File: config.mk
export PLATFORM = sky130hd
export DESIGN_NAME = spi_sclk_timer
export DESIGN_NICKNAME = d
export VERILOG_FILES = /design/src/rtl/spi_sclk_pkg.sv /design/src/rtl/sclk_cfg_hold.sv /design/src/rtl/sclk_edge_ctr.sv /design/src/rtl/sclk_guard_ctr.sv /design/src/rtl/spi_sclk_timer.sv
export SDC_FILE = /design/constraint.sdc
export NUM_CORES = 1
export LEC_CHECK = 0
export BUFFER_PORTS_ARGS = -buffer_cell sky130_fd_sc_hd__buf_2
export CORE_AREA = 3 3 74 94
export DETAILED_ROUTE_END_ITERATION = 6
export DIE_AREA = 0 0 77 97
export PLACE_DENSITY = 0.79
export SLEW_MARGIN = 10
export SYNTH_ARGS = -nofsm -noshare
export SYNTH_HDL_FRONTEND = slang
export SYNTH_SLANG_ARGS = --single-unit
File: constraint.sdc
create_clock -name clk -period 3.1 [get_ports clk]
set_clock_uncertainty 0.1 [all_clocks]
set_input_delay 0.155 -clock clk [delete_from_list [all_inputs] [get_ports clk]]
set_output_delay 0.155 -clock clk [all_outputs]
set_load 0.01 [all_outputs]
File: src/rtl/spi_sclk_pkg.sv
package spi_sclk_pkg;

    typedef enum logic [1:0] {
        ST_IDLE  = 2'd0,
        ST_LEAD  = 2'd1,
        ST_CLOCK = 2'd2,
        ST_TRAIL = 2'd3
    } seq_state_e;

    typedef enum logic {
        PATH_POW2   = 1'b0,
        PATH_LINEAR = 1'b1
    } path_e;

    // Half period, in source cycles, of the power-of-two law: 2^(e+1)
    function automatic int unsigned pow2_half(input int unsigned e);
        return 32'd1 << (e + 1);
    endfunction

    // Half period, in source cycles, of the linear law: k+1
    function automatic int unsigned linear_half(input int unsigned k);
        return k + 1;
    endfunction

    // Counter width that holds the largest half period of either law
    function automatic int unsigned half_width(input int unsigned exp_w,
                                               input int unsigned div_w);
        int unsigned top_pow2;
        top_pow2 = (32'd1 << exp_w);
        return ((top_pow2 > div_w) ? top_pow2 : div_w) + 1;
    endfunction

endpackage

File: src/rtl/sclk_cfg_hold.sv
module sclk_cfg_hold
    import spi_sclk_pkg::*;
#(
    parameter int EXP_W  = 3,
    parameter int DIV_W  = 8,
    parameter int DLY_W  = 16,
    parameter int HALF_W = 9
) (
    input  logic              clk,
    input  logic              rst,
    input  logic              capture,
    input  logic              path_sel,
    input  logic [EXP_W-1:0]  exp_in,
    input  logic [DIV_W-1:0]  div_in,
    input  logic [DLY_W-1:0]  dly_in,
    input  logic              dly_en,
    output logic [HALF_W-1:0] half_q,
    output logic [DLY_W-1:0]  guard_q
);
    logic [HALF_W-1:0] half_d;
    logic [DLY_W-1:0]  guard_d;
    path_e             path;

    assign path = path_e'(path_sel);

    always_comb begin
        if (path == PATH_LINEAR)
            half_d = HALF_W'(linear_half(int'(div_in)));
        else
            half_d = HALF_W'(pow2_half(int'(exp_in)));
        guard_d = dly_en ? dly_in : '0;
    end

    always_ff @(posedge clk) begin
        if (rst) begin
            half_q  <= HALF_W'(2);
            guard_q <= '0;
        end else if (capture) begin
            half_q  <= half_d;
            guard_q <= guard_d;
        end
    end

    // a captured half period is never zero
    a_r3_half_nonzero: assert property (@(posedge clk) disable iff (rst)
        half_q != '0);

endmodule

File: src/rtl/sclk_edge_ctr.sv
module sclk_edge_ctr #(
    parameter int HALF_W = 9
) (
    input  logic              clk,
    input  logic              rst,
    input  logic              active,
    input  logic [HALF_W-1:0] half,
    output logic              rise,
    output logic              fall
);
    logic [HALF_W-1:0] cnt_q;
    logic              phase_q;
    logic              wrap;
    logic              last_rise_q;

    assign wrap = active && (cnt_q == half - HALF_W'(1));
    assign rise = wrap && !phase_q;
    assign fall = wrap && phase_q;

    always_ff @(posedge clk) begin
        if (rst || !active) begin
            cnt_q   <= '0;
            phase_q <= 1'b0;
        end else if (wrap) begin
            cnt_q   <= '0;
            phase_q <= ~phase_q;
        end else begin
            cnt_q   <= cnt_q + HALF_W'(1);
        end
    end

    // Edge history kept for checking only
    always_ff @(posedge clk) begin
        if (rst || !active)
            last_rise_q <= 1'b0;
        else if (rise)
            last_rise_q <= 1'b1;
        else if (fall)
            last_rise_q <= 1'b0;
    end

    // a rise never follows a rise, a fall never follows a fall
    a_r4_rise_alternates: assert property (@(posedge clk) disable iff (rst)
        rise |-> !last_rise_q);
    a_r4_fall_alternates: assert property (@(posedge clk) disable iff (rst)
        fall |-> last_rise_q);
    // the count stays below the half period
    a_r2_count_bound: assert property (@(posedge clk) disable iff (rst)
        active |-> (cnt_q < half));

endmodule

File: src/rtl/sclk_guard_ctr.sv
module sclk_guard_ctr #(
    parameter int DLY_W = 16
) (
    input  logic             clk,
    input  logic             rst,
    input  logic             clear,
    input  logic             count_en,
    input  logic [DLY_W-1:0] target,
    output logic             done
);
    logic [DLY_W-1:0] cnt_q;

    assign done = count_en && (cnt_q == target - DLY_W'(1));

    always_ff @(posedge clk) begin
        if (rst || clear)
            cnt_q <= '0;
        else if (count_en)
            cnt_q <= cnt_q + DLY_W'(1);
    end

    // the guard window never outruns its target
    a_r6_guard_bound: assert property (@(posedge clk) disable iff (rst)
        (count_en && !clear) |-> (cnt_q < target));

endmodule

File: src/rtl/spi_sclk_timer.sv
module spi_sclk_timer
    import spi_sclk_pkg::*;
#(
    parameter int EXP_W = 3,
    parameter int DIV_W = 8,
    parameter int DLY_W = 16
) (
    input  logic             clk,
    input  logic             rst,
    input  logic             run,
    input  logic             burst_req,
    input  logic             cfg_path_sel,
    input  logic [EXP_W-1:0] cfg_exp,
    input  logic [DIV_W-1:0] cfg_div,
    input  logic [DLY_W-1:0] cfg_dly,
    input  logic             cfg_dly_en,
    output logic             sclk_rise,
    output logic             sclk_fall,
    output logic             cs_active
);
    localparam int HALF_W = half_width(EXP_W, DIV_W);

    seq_state_e        seq_q, seq_d;
    logic [HALF_W-1:0] half_q;
    logic [DLY_W-1:0]  guard_q;
    logic [DLY_W-1:0]  guard_in;
    logic              guard_done;
    logic              in_guard;
    logic              clock_on;
    logic              start;

    assign guard_in  = cfg_dly_en ? cfg_dly : '0;
    assign start     = run && burst_req;
    assign in_guard  = (seq_q == ST_LEAD) || (seq_q == ST_TRAIL);
    assign clock_on  = run && (seq_q == ST_CLOCK);
    assign cs_active = (seq_q != ST_IDLE);

    sclk_cfg_hold #(
        .EXP_W (EXP_W),
        .DIV_W (DIV_W),
        .DLY_W (DLY_W),
        .HALF_W(HALF_W)
    ) u_cfg (
        .clk     (clk),
        .rst     (rst),
        .capture (seq_q == ST_IDLE),
        .path_sel(cfg_path_sel),
        .exp_in  (cfg_exp),
        .div_in  (cfg_div),
        .dly_in  (cfg_dly),
        .dly_en  (cfg_dly_en),
        .half_q  (half_q),
        .guard_q (guard_q)
    );

    sclk_edge_ctr #(
        .HALF_W(HALF_W)
    ) u_edge (
        .clk   (clk),
        .rst   (rst),
        .active(clock_on),
        .half  (half_q),
        .rise  (sclk_rise),
        .fall  (sclk_fall)
    );

    sclk_guard_ctr #(
        .DLY_W(DLY_W)
    ) u_guard (
        .clk     (clk),
        .rst     (rst),
        .clear   (seq_q != seq_d),
        .count_en(in_guard),
        .target  (guard_q),
        .done    (guard_done)
    );

    always_comb begin
        seq_d = seq_q;
        unique case (seq_q)
            ST_IDLE:  if (start) seq_d = (guard_in != '0) ? ST_LEAD : ST_CLOCK;
            ST_LEAD:  if (guard_done) seq_d = ST_CLOCK;
            ST_CLOCK: if (sclk_fall && !burst_req)
                          seq_d = (guard_q != '0) ? ST_TRAIL : ST_IDLE;
            ST_TRAIL: if (guard_done) seq_d = ST_IDLE;
            default:  seq_d = ST_IDLE;
        endcase
        if (!run) seq_d = ST_IDLE;
    end

    always_ff @(posedge clk) begin
        if (rst) seq_q <= ST_IDLE;
        else     seq_q <= seq_d;
    end

    // run low silences the block from the next cycle
    a_r1_run_low: assert property (@(posedge clk) disable iff (rst)
        !run |=> (!cs_active && !sclk_rise && !sclk_fall));
    // a request seen while idle opens the chip-select window
    a_r9_cs_opens: assert property (@(posedge clk) disable iff (rst)
        (!cs_active && run && burst_req) |=> cs_active);
    // the captured half period holds for the whole burst
    a_r5_cfg_frozen: assert property (@(posedge clk) disable iff (rst)
        (cs_active && run) |=> $stable(half_q));
    // no edge pulses during the guard windows
    a_r8_quiet_guards: assert property (@(posedge clk) disable iff (rst)
        in_guard |-> (!sclk_rise && !sclk_fall));
    // pulses only inside the chip-select window
    a_r4_pulse_in_window: assert property (@(posedge clk) disable iff (rst)
        (sclk_rise || sclk_fall) |-> cs_active);

endmodule

# Word level (Yosys, flattened, before mapping)
# Index checks and enable logic that the tools add are counted.
# word_totals
out_inout_bits,3
wordCells,48
mem_bits_ro,0
input_bits,33
latch_bits,0
mem_count,0
ff_bits,53
ramBits,0
# op_classes
magnitude_cmp,0
n_mul,0
reduce_logical,18
shift,1
eq_ne,6
mux,10
n_bitwise,1
div_mod_pow,0
add_sub_neg,6
# ops
op,n
$reduce_bool 16->1,2
$shl 1x32->9 const A,1
$add 16x1->16 const B,1
$eq 16x16->1,1
$mux 16,1
$sub 16x1->16 const B,1
$mux 2,7
$add 8x1->9 const B,1
$add 9x1->9 const B,1
$eq 9x9->1,1
$mux 9,1
$sub 9x1->9 const B,1
$pmux 2 s4,1
$logic_and 1x1->1,7
$add 3x1->4 const B,1
$eq 2x2->1 const B,2
$logic_not 1->1,3
$logic_or 1x1->1,3
$eq 2x1->1 const B,1
$logic_not 2->1,1
$ne 2x2->1,1
$reduce_bool 2->1,1
$reduce_or 2->1,1
$not 1->1,1

# Logic depth before layout (Yosys ltp)
# depth
depth_word,10
ltp_mapped,11
mapped_depth_nobuf,9

# By module
# A second synthesis with hierarchy kept.
# hier_totals
hier_cells,418
area_unflattened_um2,3420.8
# modules_own_cells
module,area_per_inst_um2,n_inst,cells_per_inst,seq_area_each_um2
sclk_guard_ctr,1253.7,1,162,320.3
sclk_cfg_hold,1148.6,1,129,500.5
sclk_edge_ctr,780.7,1,93,200.2
spi_sclk_timer,237.7,1,34,40.0

# Worst setup path before layout
# OpenSTA, ideal clock, no wires.
# synth_timing
path_type,register to register
start,register u_cfg.guard_q[0]
end,register u_guard.cnt_q[5]
synth_period_minus_slack_ps,2792
slack_ps,308
path_buffers,2
path_stages_with_launch,12
t_arrival_ps,2612
setup_time_ps,80
required_ps,2920
path_cell_list,dfxtp_1 -> inv_1 -> ha_1 -> clkbuf_1 -> o21ba_2 -> a221oi_1 -> a41oi_1 -> nor4_2 -> o2111ai_2 -> a211o_1 -> buf_6 -> a211oi_2
# synth_between
elab_chain_cells,8
word_cells_on_any_way,12
cone_classes,add/sub (1); eq/ne (2); mux (6); reduce/logical (3)
# synth_rtl
item,line,rtl
start: declaration,sclk_cfg_hold.sv:18,output logic [DLY_W-1:0] guard_q
start signal: assignment,sclk_cfg_hold.sv:40,guard_q <= guard_d;
$sub 16x1->16,sclk_guard_ctr.sv:13,assign done = count_en && (cnt_q == target - DLY_W'(1));
$eq 16x16->1,sclk_guard_ctr.sv:13,
$logic_and 1x1->1,sclk_guard_ctr.sv:13,
"$mux 2, on equally long branches","spi_sclk_timer.sv:85, spi_sclk_timer.sv:82",
$pmux 2 s4 (*),spi_sclk_timer.sv:80,unique case (seq_q)
$mux 2 (*),spi_sclk_timer.sv:88,if (!run) seq_d = ST_IDLE;
$ne 2x2->1 (*),spi_sclk_timer.sv:72,".clear (seq_q != seq_d),"
$logic_or 1x1->1 (*),sclk_guard_ctr.sv:16,if (rst || clear)
end signal: assignment,sclk_guard_ctr.sv:19,cnt_q <= cnt_q + DLY_W'(1);
end: declaration,sclk_guard_ctr.sv:11,logic [DLY_W-1:0] cnt_q;
# Mark *: on every way between the ends. The rest lies on a longest branch, timed or not.
# A chain may end at the register's enable or synchronous reset.

# Worst setup path after layout
# layout_timing
start,register u_cfg.guard_q[6]
end,register u_guard.cnt_q[9]
# The elaborated chain is that of the path after synthesis.

==> key figures <==
Routing
  • Wire per inst: 15.5 um
  • Total wire length: 8290 um
  • DRC: 0
  • DR iter-0 viols: 179
  • Via count: 3192
  • Routed Antenna Nets: 0
  • Detailed Routing Iterations Pass 1: 4
  • Avg Vias per Cell: slightly below 6

CTS
  • CTS tree: done
  • CTS resizes: 0
  • Clk root buf: clkbuf_8
  • Clock buffer depth: 2
  • Clk Latency, worst-skew pair: 310 ps
  • Num CTS Buffers: 5
  • Worst-path clk slew: about 100 ps
  • # hold bufs at CTS: 0
  • H-tree Lvls: 2
  • Post-CTS Setup Inserts: 0
  • Count of clock tree sinks: 53

Synthesis
  • Number of synthesized register bits: 53
  • Syn_area_per_cell: slightly above 8 um^2
  • Synthesized instance count: 416
  • Yosys warnings: 0
  • Sequential area share after synthesis: 0.316
  • Post-synth EDFFs: 0
  • Mapped cell area: 0.00336 mm^2
  • Synth Flop Type: dfxtp_1
  • Async set-reset flop share out of synthesis: 0
  • Yosys cell types: 58
  • Syn Nets: 454

Setup path
  • Cell mode on critical path: nor4_2
  • Crit-path slowest cell: or4_1
  • Critical Path Sink: u_guard.cnt_q[9]
  • Critical path fanouts, max: 16
  • WP data required: roughly 3200 ps
  • Crit path launch: u_cfg.guard_q[6]
  • CP delay by family, top: simple AND/OR/NAND/NOR gates
  • Worst path cell trace: or4_1 -> nor4_2 -> xnor2_1 -> nor4_2 -> o2111ai_2 -> a211o_4 -> a221oi_1
  • WS Path Type: reg2reg
  • CP bufs+invs: 0
  • CP Launch Type: flip-flop
  • R2r setup slk: 250 ps
  • Reg2reg end: u_guard.cnt_q[9]
  • WP depth: 7
  • Worst R2R Path Depth: 7
  • CP max stage delay: between 600 and 700 ps
  • Crit path capture type: flip-flop
  • WP data arrival: between 2000 and 3000 ps
  • R2R Path Start: u_cfg.guard_q[6]

Worst hold path
  • Hold WC Path Type: in2reg
  • Worst hold stages: 3

Floorplanning
  • Initial Util: 0.548
  • I/O pin total: 36
  • Row cnt: 32
  • Die width: around 77 um
  • Core Region: 0.00613 mm^2
  • DIE AREA: 0.00747 mm^2
  • Die Y: just under 100 um

STA
  • Setup violators final: 0
  • Fin Setup TNS: 0 ps
  • Relative slew slack: 0.597
  • Final worst path period share: 0.918
  • Slew at the pin closest to its max-slew limit: 599 ps
  • Clock period minus final worst setup slack: approximately 2800 ps
  • Max Fclk: 0.351 GHz
  • Unrepaired setup endpoints after global routing: no
  • Final Slew Violations: 0
  • Final Hold Fails: 0

Status
  • Status: finished, final reports clean

Global route
  • Initial antenna violation count: 0
  • GRT overflow: 0
  • Global-route wire length before repair: 13900 um
  • Vias in the first global route: between 3000 and 4000
  • Largest net degree at the start of global routing: 28
  • GRT Util Overall: 0.226

Finish
  • Area Growth Syn to Fin: 12.9%
  • Final non-filler cell total: 535
  • Net count reported at finish: around 500
  • Share of layout cells above drive strength 1: 0.182
  • Antenna fix cells: 0

Flow run
  • Max-cap violations: 0

Pwr
  • Worst VDD drop: 247 uV
  • Pwr/cell area: slightly above 400 mW/mm^2
  • Static leakage: 0.00141 uW

Placed design
  • RD Place Congestion: 0.891
  • Placed cells: 527
  • Port bufs: 35
  • Post-DP HPWL: 6380 um
synthesized netlist by cell type (3+ instances only):
| cell type | count | area [um^2] |
|---|---|---|
| and4_1 | 5 | 43.8 |
| nor4b_1 | 3 | 26.3 |
| or4_1 | 5 | 37.5 |
| xor2_1 | 27 | 236 |
| nor3_1 | 16 | 80.1 |
| clkbuf_1 | 17 | 63.8 |
| a211oi_2 | 10 | 125 |
| or3_1 | 3 | 18.8 |
| nand4_1 | 9 | 56.3 |
| inv_1 | 12 | 45.0 |
| nor2_1 | 45 | 169 |
| a211oi_1 | 11 | 82.6 |
| o21ai_0 | 8 | 40.0 |
| nor4_1 | 10 | 62.6 |
| nand2_1 | 31 | 116 |
| a211o_1 | 3 | 26.3 |
| a221oi_1 | 3 | 26.3 |
| a21oi_1 | 20 | 100 |
| nand2b_1 | 5 | 31.3 |
| dfxtp_1 | 53 | 1060 |
| ha_1 | 5 | 62.6 |
| or2_2 | 4 | 25.0 |
| nor2b_1 | 4 | 25.0 |
| mux2i_1 | 3 | 30.0 |
| xnor2_1 | 28 | 245 |
| nand3_1 | 31 | 155 |
| and3_1 | 6 | 37.5 |
registers in the layout, summed over array words and instances (netlist names):
register	count
seq_q	2
u_cfg.guard_q	16
u_cfg.half_q	9
u_edge.cnt_q	9
u_edge.phase_q	1
u_guard.cnt_q	16
worst min path at each step:
stage / startpoint / to / slack, ps
3_5_place_dp: cfg_dly[8] / u_cfg.guard_q[8] / 350
2_1_floorplan: cfg_dly[1] / u_cfg.guard_q[1] / 220
3_3_place_gp: cfg_dly[12] / u_cfg.guard_q[12] / 340
5_1_grt: cfg_dly[11] / u_cfg.guard_q[11] / 30
6_report: cfg_dly[12] / u_cfg.guard_q[12] / 30
4_1_cts: cfg_dly[12] / u_cfg.guard_q[12] / 20
area by class of cell:
type	count	area [um^2]
Clock inverter	2	37.5
Multi-Input combinational cell	328	2180
Timing Repair Buffer	49	280
Tap cell	85	106
Fill cell	579	2330
Sequential cell	53	1060
Inverter	12	45.0
Clock buffer	6	82.6
power by group:
| group | internal, uW | switching [uW] | leakage [uW] |
|---|---|---|---|
| combinational | 135 | 173 | 0.000917 |
| sequential | 702 | 30.4 | 0.000431 |
| clock | 263 | 224 | 0.0000574 |
through the flow:
| stage | hold slack (ps) | util | setup WS [ps] | total power (uW) | cell area, um^2 |
|---|---|---|---|---|---|
| after global routing | 27.5 | 0.619 | 35.5 | 1600 | 3790 |
| after CTS | 15.4 | 0.615 | 69.8 | 1530 | 3760 |
| final | 25.9 | 0.619 | 254 | 1530 | 3790 |
| after floorplan | 222 | - | 308 | 956 | 3360 |
| after detailed placement | 346 | 0.595 | 87.4 | 1050 | 3640 |
| after global placement | 343 | 0.595 | 164 | 1040 | 3640 |
cells by family after synthesis:
group / after synthesis / share of synthesized area
muxes: 3 / 0.00894
buffers and inverters: 35 / 0.0432
DFF: 53 / 0.316
AOI/OAI and AO/OA: 78 / 0.180
adders and majority gates: 5 / 0.0186
and+or+nand+nor: 187 / 0.290
xor gates and xnor gates: 55 / 0.143
routing by layer:
layer  wire, um  vias up  global-route usage  share of wire
li1           -     1573                   -              -
met1       3210     1487               0.255           0.39
met2       4210      100               0.387           0.51
met3        431       32              0.0372          0.052
met4        430        0               0.148          0.052
met5          0        -                   0              0
worst register-to-register path: stages (launching register included):
cell	delay, ps
dfxtp_1	360
or4_1	690
nor4_2	310
xnor2_1	120
nor4_2	270
o2111ai_2	180
a211o_4	470
a221oi_1	280
cells in the final DEF, fill, tap and decap left out, types with 6 or more instances in the layout:
master	count
nand4_1	9
inv_1	12
nor2_1	45
clkbuf_8	6
a211oi_1	11
and3_1	6
dfxtp_1	53
nand2_1	31
buf_4	14
a21oi_1	20
o21ai_0	8
a211oi_2	10
xor2_1	27
nand3_1	30
xnor2_1	28
buf_2	35
nor4_1	8
nor3_1	16
Power figures use the tool's default switching activity.
